<file path="src/rtl/alu_pkg.sv">
package alu_pkg;

  typedef enum logic [2:0] {
    OP_NOP  = 3'b000,
    OP_ADD  = 3'b001,
    OP_AND  = 3'b010,
    OP_XOR  = 3'b011,
    OP_MUL  = 3'b100,
    OP_RSV5 = 3'b101,
    OP_RSV6 = 3'b110,
    OP_RSTQ = 3'b111
  } alu_op_e;

  typedef enum logic [1:0] {
    CLS_NONE,
    CLS_SINGLE,
    CLS_MUL
  } op_class_e;

  typedef enum logic [1:0] {
    FN_ADD,
    FN_AND,
    FN_XOR
  } logic_fn_e;

  typedef enum logic [1:0] {
    ST_IDLE,
    ST_MUL,
    ST_WAIT_LOW
  } alu_state_e;

endpackage

</file>
<file path="src/rtl/alu_op_decode.sv">
module alu_op_decode
  import alu_pkg::*;
(
  input  logic [2:0] op_i,
  output op_class_e  cls_o,
  output logic_fn_e  fn_o
);

  always_comb begin
    cls_o = CLS_NONE;
    fn_o  = FN_ADD;
    unique case (alu_op_e'(op_i))
      OP_ADD: begin cls_o = CLS_SINGLE; fn_o = FN_ADD; end
      OP_AND: begin cls_o = CLS_SINGLE; fn_o = FN_AND; end
      OP_XOR: begin cls_o = CLS_SINGLE; fn_o = FN_XOR; end
      OP_MUL: cls_o = CLS_MUL;
      // no-op, reset request and unused codes are inert
      default: cls_o = CLS_NONE;
    endcase
  end

endmodule

</file>
<file path="src/rtl/alu_logic_unit.sv">
module alu_logic_unit
  import alu_pkg::*;
#(
  parameter int unsigned DATA_W = 8
) (
  input  logic [DATA_W-1:0]   a_i,
  input  logic [DATA_W-1:0]   b_i,
  input  logic_fn_e           fn_i,
  output logic [2*DATA_W-1:0] res_o
);

  logic [DATA_W:0] sum;

  assign sum = {1'b0, a_i} + {1'b0, b_i};

  always_comb begin
    unique case (fn_i)
      FN_ADD:  res_o = {{(DATA_W-1){1'b0}}, sum};
      FN_AND:  res_o = {{DATA_W{1'b0}}, a_i & b_i};
      default: res_o = {{DATA_W{1'b0}}, a_i ^ b_i};
    endcase
  end

endmodule

</file>
<file path="src/rtl/alu_mul_seq.sv">
module alu_mul_seq #(
  parameter int unsigned DATA_W  = 8,
  parameter int unsigned MUL_LAT = 3
) (
  input  logic                clk_i,
  input  logic                rst_ni,
  input  logic                load_i,
  input  logic [DATA_W-1:0]   a_i,
  input  logic [DATA_W-1:0]   b_i,
  output logic                last_o,
  output logic [2*DATA_W-1:0] prod_o
);

  localparam int unsigned CH     = (DATA_W + MUL_LAT - 1) / MUL_LAT;
  localparam int unsigned PADW   = CH * MUL_LAT;
  localparam int unsigned ACC_W  = 2 * DATA_W;
  localparam int unsigned PART_W = DATA_W + CH;
  localparam int unsigned STEP_W = (MUL_LAT > 1) ? $clog2(MUL_LAT) : 1;

  logic                running;
  logic [STEP_W-1:0]   step;
  logic [DATA_W-1:0]   mcand;
  logic [PADW-1:0]     mplier;
  logic [ACC_W-1:0]    acc;

  logic [DATA_W-1:0]   src_mcand;
  logic [PADW-1:0]     src_mplier;
  logic [STEP_W-1:0]   cur_step;
  logic [CH-1:0]       chunk;
  logic [PART_W-1:0]   partial;
  logic [ACC_W-1:0]    shifted;
  logic [ACC_W-1:0]    acc_nxt;
  logic                active;

  // the load cycle already consumes the first multiplier chunk
  assign src_mcand  = load_i ? a_i : mcand;
  assign src_mplier = load_i ? PADW'(b_i) : mplier;
  assign cur_step   = load_i ? '0 : step;
  assign chunk      = src_mplier[CH-1:0];
  assign active     = load_i | running;

  always_comb begin
    partial = '0;
    for (int i = 0; i < int'(CH); i++) begin
      if (chunk[i]) partial = partial + (PART_W'(src_mcand) << i);
    end
  end

  assign shifted = ACC_W'(partial) << (int'(cur_step) * int'(CH));
  assign acc_nxt = (load_i ? '0 : acc) + shifted;
  assign last_o  = active && (cur_step == STEP_W'(MUL_LAT - 1));
  assign prod_o  = acc_nxt;

  always_ff @(posedge clk_i or negedge rst_ni) begin
    if (!rst_ni) begin
      running <= 1'b0;
      step    <= '0;
      mcand   <= '0;
      mplier  <= '0;
      acc     <= '0;
    end else if (active) begin
      acc     <= acc_nxt;
      mcand   <= src_mcand;
      mplier  <= src_mplier >> CH;
      running <= !last_o;
      step    <= last_o ? '0 : cur_step + STEP_W'(1);
    end
  end

  p_load_when_free_r7: assert property (@(posedge clk_i) disable iff (!rst_ni)
    load_i |-> !running);

  p_last_ends_run_r5: assert property (@(posedge clk_i) disable iff (!rst_ni)
    last_o |=> !running);

endmodule

</file>
<file path="src/rtl/alu_ctrl.sv">
module alu_ctrl
  import alu_pkg::*;
#(
  parameter int unsigned DATA_W  = 8,
  parameter int unsigned MUL_LAT = 3
) (
  input  logic                clk_i,
  input  logic                rst_ni,
  input  logic                start_i,
  input  op_class_e           cls_i,
  input  logic [2*DATA_W-1:0] logic_res_i,
  input  logic                mul_last_i,
  input  logic [2*DATA_W-1:0] mul_prod_i,
  output logic                mul_load_o,
  output logic                done_o,
  output logic [2*DATA_W-1:0] result_o
);

  localparam int unsigned AGE_W = $clog2(MUL_LAT + 1);

  alu_state_e       state;
  logic [AGE_W-1:0] mul_age;

  assign mul_load_o = (state == ST_IDLE) && start_i && (cls_i == CLS_MUL);

  always_ff @(posedge clk_i or negedge rst_ni) begin
    if (!rst_ni) begin
      state    <= ST_IDLE;
      done_o   <= 1'b0;
      result_o <= '0;
    end else begin
      done_o <= 1'b0;
      unique case (state)
        ST_IDLE: begin
          if (start_i) begin
            unique case (cls_i)
              CLS_SINGLE: begin
                result_o <= logic_res_i;
                done_o   <= 1'b1;
                state    <= ST_WAIT_LOW;
              end
              CLS_MUL: begin
                if (mul_last_i) begin
                  result_o <= mul_prod_i;
                  done_o   <= 1'b1;
                  state    <= ST_WAIT_LOW;
                end else begin
                  state <= ST_MUL;
                end
              end
              default: state <= ST_WAIT_LOW;
            endcase
          end
        end
        ST_MUL: begin
          if (mul_last_i) begin
            result_o <= mul_prod_i;
            done_o   <= 1'b1;
            state    <= ST_WAIT_LOW;
          end
        end
        default: begin
          if (!start_i) state <= ST_IDLE;
        end
      endcase
    end
  end

  // cycle counter used by the latency property
  always_ff @(posedge clk_i or negedge rst_ni) begin
    if (!rst_ni)           mul_age <= '0;
    else if (mul_load_o)   mul_age <= AGE_W'(1);
    else if (state == ST_MUL) mul_age <= mul_age + AGE_W'(1);
    else                   mul_age <= '0;
  end

  always @(posedge clk_i) begin
    if (!rst_ni) begin
      a_reset_quiet_r1: assert (!done_o && result_o == '0);
    end
  end

  p_single_lat_r4: assert property (@(posedge clk_i) disable iff (!rst_ni)
    (state == ST_IDLE && start_i && cls_i == CLS_SINGLE) |=> done_o);

  p_mul_lat_r5: assert property (@(posedge clk_i) disable iff (!rst_ni)
    (state == ST_MUL && mul_last_i) |-> (mul_age == AGE_W'(MUL_LAT - 1)));

  p_done_pulse_r6: assert property (@(posedge clk_i) disable iff (!rst_ni)
    done_o |=> !done_o);

  p_result_hold_r6: assert property (@(posedge clk_i) disable iff (!rst_ni)
    !done_o |-> $stable(result_o));

  p_no_retrigger_r8: assert property (@(posedge clk_i) disable iff (!rst_ni)
    (state == ST_WAIT_LOW) |=> !done_o);

  p_inert_code_r9: assert property (@(posedge clk_i) disable iff (!rst_ni)
    (state == ST_IDLE && start_i && cls_i == CLS_NONE) |=> !done_o);

endmodule

</file>
<file path="src/rtl/mini_alu.sv">
module mini_alu
  import alu_pkg::*;
#(
  parameter int unsigned DATA_W  = 8,
  parameter int unsigned MUL_LAT = 3
) (
  input  logic                clk_i,
  input  logic                rst_ni,
  input  logic [DATA_W-1:0]   a_i,
  input  logic [DATA_W-1:0]   b_i,
  input  logic [2:0]          op_i,
  input  logic                start_i,
  output logic                done_o,
  output logic [2*DATA_W-1:0] result_o
);

  localparam int unsigned RES_W = 2 * DATA_W;

  op_class_e        cls;
  logic_fn_e        fn;
  logic [RES_W-1:0] logic_res;
  logic [RES_W-1:0] mul_prod;
  logic             mul_last;
  logic             mul_load;

  alu_op_decode u_decode (
    .op_i  (op_i),
    .cls_o (cls),
    .fn_o  (fn)
  );

  alu_logic_unit #(.DATA_W(DATA_W)) u_logic (
    .a_i   (a_i),
    .b_i   (b_i),
    .fn_i  (fn),
    .res_o (logic_res)
  );

  alu_mul_seq #(.DATA_W(DATA_W), .MUL_LAT(MUL_LAT)) u_mul (
    .clk_i  (clk_i),
    .rst_ni (rst_ni),
    .load_i (mul_load),
    .a_i    (a_i),
    .b_i    (b_i),
    .last_o (mul_last),
    .prod_o (mul_prod)
  );

  alu_ctrl #(.DATA_W(DATA_W), .MUL_LAT(MUL_LAT)) u_ctrl (
    .clk_i       (clk_i),
    .rst_ni      (rst_ni),
    .start_i     (start_i),
    .cls_i       (cls),
    .logic_res_i (logic_res),
    .mul_last_i  (mul_last),
    .mul_prod_i  (mul_prod),
    .mul_load_o  (mul_load),
    .done_o      (done_o),
    .result_o    (result_o)
  );

endmodule

</file>
<file path="config.mk">
export PLATFORM = sky130hd
export DESIGN_NAME = mini_alu
export DESIGN_NICKNAME = d
export VERILOG_FILES = /design/src/rtl/alu_pkg.sv /design/src/rtl/alu_op_decode.sv /design/src/rtl/alu_logic_unit.sv /design/src/rtl/alu_mul_seq.sv /design/src/rtl/alu_ctrl.sv /design/src/rtl/mini_alu.sv
export SDC_FILE = /design/constraint.sdc
export NUM_CORES = 1
export LEC_CHECK = 0
export CORE_MARGIN = 2
export CORE_UTILIZATION = 46
export DETAILED_ROUTE_END_ITERATION = 8
export PLACE_DENSITY = 0.65
export SLEW_MARGIN = 20
export SYNTH_ARGS = -nofsm -noshare
export SYNTH_HDL_FRONTEND = slang
export SYNTH_SLANG_ARGS = --single-unit
</file>
<file path="constraint.sdc">
create_clock -name clk_i -period 12.93 [get_ports clk_i]
set_input_delay 1.9395 -clock clk_i [delete_from_list [all_inputs] [get_ports clk_i]]
set_output_delay 1.9395 -clock clk_i [all_outputs]
set_load 0.05 [all_outputs]
</file>
==> impl_results.md <==
- Outcome: finished clean
- FF+latch area: 0.001276 mm^2
- Crit Path Class: primary input to flop
- WL/cell: 17.30 um
- Hold Buf Count CTS: 0
- Starting DRC count in detailed routing: 241
- Achievable clock frequency: 92.24 MHz
- Critical path arrival: 11.01 ns
- Vias: 5052
- Rows: 39
- Switching Fraction: between 50% and 60%
- Global-route wire length before repair: 24470 um
- Layout cells sized above 1: between 8 and 9%
- Worst-path fanout max: 20
- Reg power frac: 18.0%
- Final WL: ~14000 um
- Die Area: 0.01240 mm^2
- Max_slew headroom: between 20 and 30%
- Multi-input logic area: between 0.003 and 0.004 mm^2
- Final hold vios: 0
- Leakage: roughly 0.0026 uW
- Clock transition at path regs: 0.07 ns
- Dpl cell area: 0.005759 mm^2
- Fill count: 1109
- Yosys cell types: 75
- Max Slew Vio Count: 0
- Final net count: roughly 760
- EDFF count, synth: 0
- I/O Buffers: 38
- Dominant synthesized flop cell: dfrtp_1
- Max incr delay on CP: 0.84 ns
- Power Internal: a little under 700 uW
- Mapped Area: 0.005300 mm^2
- Cell area power density: roughly 230 mW/mm^2
- Cts bufs inserted: 5
- Antenna diodes: 0
- Final Core Density: 52.29%
- Post-Synth XOR/XNOR Area: about 3%
- Clock root cell: clkbuf_16
- VDD IR-drop max: 152.0 uV
- Fin crit period: 10.84 ns
- RePlAce Congestion: 0.9238
- H-tree Lvls: 2
- Placeable Area: 0.01132 mm^2
- Main combinational cell family by area after synthesis: compound AO/OA/AOI/OAI gates
- CTS tree: built
- Synth Warn #: 0
- TritonCTS Sinks: 51
- Multiplexer share of the synthesized area: 8.971%
- CP max stage cell: nor4bb_4
- Post-Syn Instances: 668
- Die Y: 111.3 um
- Design area: 0.005919 mm^2
- Post-CTS Setup Bufs: 0
- Dpl cells: 827
- Synthesized Nets: 734
- Final Setup Violations: 0
- Drt pass-1 iters: 5
- Post-synthesis sequential area ratio: 24.08%
- Initial antenna violation count: 0
- Post-synthesis compound-gate area fraction: 25.57%
- Total congestion overflow: 0
- Residual DRC: 0
- Clock Power Share: 10.4%
- Combinational power share: between 70% and 80%
- Largest net degree at the start of global routing: 52
- Most Frequent Cell on Critical Path: inv_1
- Mean post-synth cell area: just under 8 um^2
- Flops & latches, synth: 51
- Setup TNS: 0 ns
- Vias in the first global route: 4951
- Starting Density: 46.82%
- Clk_lat worst skew: 0.30 ns
- Die width: 111.3 um
- I/O pin count: 39
- Worst Hold Class: flop to flop
- Count of max-cap constraint violations: 0
- Final clock skew: 0.006037 ns
- Measured slew at the worst slew-check pin: ~1.0 ns
- Post-DP HPWL: between 10000 and 15000 um
- Hold slack: 0.4636 ns
- Non-Filler Instances: 835
- Element type at the critical path end: flop
- Critical Path Start Type: primary input
- Post-synthesis adder-cell area fraction: a little over a tenth
- RSZ-0062 raised after global routing: no
- Asr flop ratio synth: 100.0%
- Critical Path RT: around 13 ns
- GRT Resource Usage Total: 23.83%
- Post-CTS Resized: 0
- Post-synthesis simple-gate area fraction: 22.19%
- Final antenna-violating net count: 0
- Clock Tree Buf Depth: 2
- Vias per inst: 6.050
- Final period util: 83.84%
- Switch Pwr: slightly above 700 uW
- Area Overhead vs Synth: 11.69%
[synth_stat cells (3+ instances only)]
cell type  instances  area share, %
a22o_1             7            1.2
a31oi_1            6           0.71
or3_1              3           0.35
o41ai_1            3           0.50
nand4_1            4           0.47
o21ai_0           45            4.2
a21boi_0           3           0.42
nand3_1           18            1.7
inv_1             36            2.5
a31o_2             3           0.50
buf_2              4           0.38
a21oi_1           44            4.2
o22ai_1            4           0.47
nor2_1            65            4.6
nand2b_1           6           0.71
mux2_2            19            4.0
nor2b_1            8           0.94
mux2i_1           18            3.4
fa_1               4            1.5
a221oi_1           3           0.50
buf_1              3           0.21
and3_1             3           0.35
o21a_1             8            1.1
clkbuf_1          16            1.1
o311ai_0           6           0.99
nand2_1           85            6.0
xnor2_1           10            1.7
nor3_1            13            1.2
dfrtp_1           51             24
or2_2              6           0.71
o31a_1             3           0.50
buf_6              3           0.64
o211ai_1           7           0.99
a21o_1            10            1.4
ha_1              40            9.4
a211oi_1           8            1.1
xor2_1             8            1.3
o22a_1             3           0.50
clkinv_1           3           0.21
o31ai_1            8            1.1
and2_1            25            3.0
[power groups by stage]
stage | registers [uW] | clock network (uW) | logic, uW
floorplan | 288 | 0 | 707
global placement | 250 | 0 | 959
detailed placement | 251 | 0 | 973
CTS | 249 | 148 | 983
global route | 258 | 154 | 1100
finish | 249 | 144 | 995
[state kept, by name, summed over array words and instances, names as in the netlist, named ones only]
signal	cells
u_mul.running	1
u_ctrl.state	2
u_mul.step	2
u_mul.mplier	5
u_ctrl.done_o	1
u_ctrl.result_o	16
u_mul.mcand	7
u_mul.acc	16
[critical path, delay by kind of cell]
| kind | cells | cell delay, ns |
|---|---|---|
| AND/OR/NAND/NOR | 14 | 3.16 |
| AO/OA/AOI/OAI | 11 | 2.79 |
| adder cells (fa/ha/maj) | 5 | 1.73 |
| buffers and inverters | 5 | 0.79 |
| XOR/XNOR | 2 | 0.45 |
| multiplexers | 1 | 0.14 |
[final timing paths]
| path | from | to | slack, ns | cells past startpoint |
|---|---|---|---|---|
| min | u_mul.acc[6] | u_mul.acc[6] | 0.46 | 2 |
| min reg2reg | u_mul.acc[6] | u_mul.acc[6] | 0.46 | 2 |
| max reg2reg | u_ctrl.state[1] | u_mul.acc[15] | 4.26 | 33 |
| max | op_i[0] | u_mul.acc[15] | 2.09 | 38 |
| max in group asynchronous | rst_ni | u_ctrl.done_o | 10.74 | 2 |
| min in group asynchronous | rst_ni | u_ctrl.result_o[2] | 1.75 | 2 |
[through the flow]
stage                     worst slack (ns)  total power (uW)
after CTS                            2.124              1379
after floorplan                      3.733             994.9
after detailed placement             1.968              1225
final                                2.089              1389
after global placement               2.346              1209
after global routing                 1.238              1511
[cells in the final DEF, fill, tap and decap left out, drive strengths merged, types with 9 or more instances in the layout]
cell type / n
mux2i: 20
nor3: 13
inv: 38
a211oi: 10
nand3: 18
mux2: 19
xnor2: 10
dfrtp: 51
and2: 25
ha: 40
o31ai: 9
a21oi: 44
o21ai: 46
clkdlybuf4s50: 37
a21o: 10
nand2: 85
nor2: 65
[cell families (layout without fill, tap and decap cells)]
kind of cell             after synthesis  in the layout
buffers and inverters                 67             91
adder cells (fa/ha/maj)               44             44
flip-flops                            51             51
AO/OA/AOI/OAI                        200            200
XOR/XNOR                              18             18
multiplexers                          41             41
AND/OR/NAND/NOR                      247            247
[metal layers]
metal	GRT usage, %	routed length, um
met1	33.39	6871
met4	9.465	412
met3	2.885	588
met2	37.72	6571
met5	0	0
[area by class of cell]
cell class | instances | area share, %
Multi-Input combinational cell | 550 | 63.26
Sequential cell | 51 | 21.56
Timing Repair Buffer | 42 | 6.848
Tap cell | 143 | 3.023
Inverter | 41 | 2.600
Clock buffer | 7 | 2.579
Clock inverter | 1 | 0.1268
No activity file was read; power rests on OpenSTA's default activity.
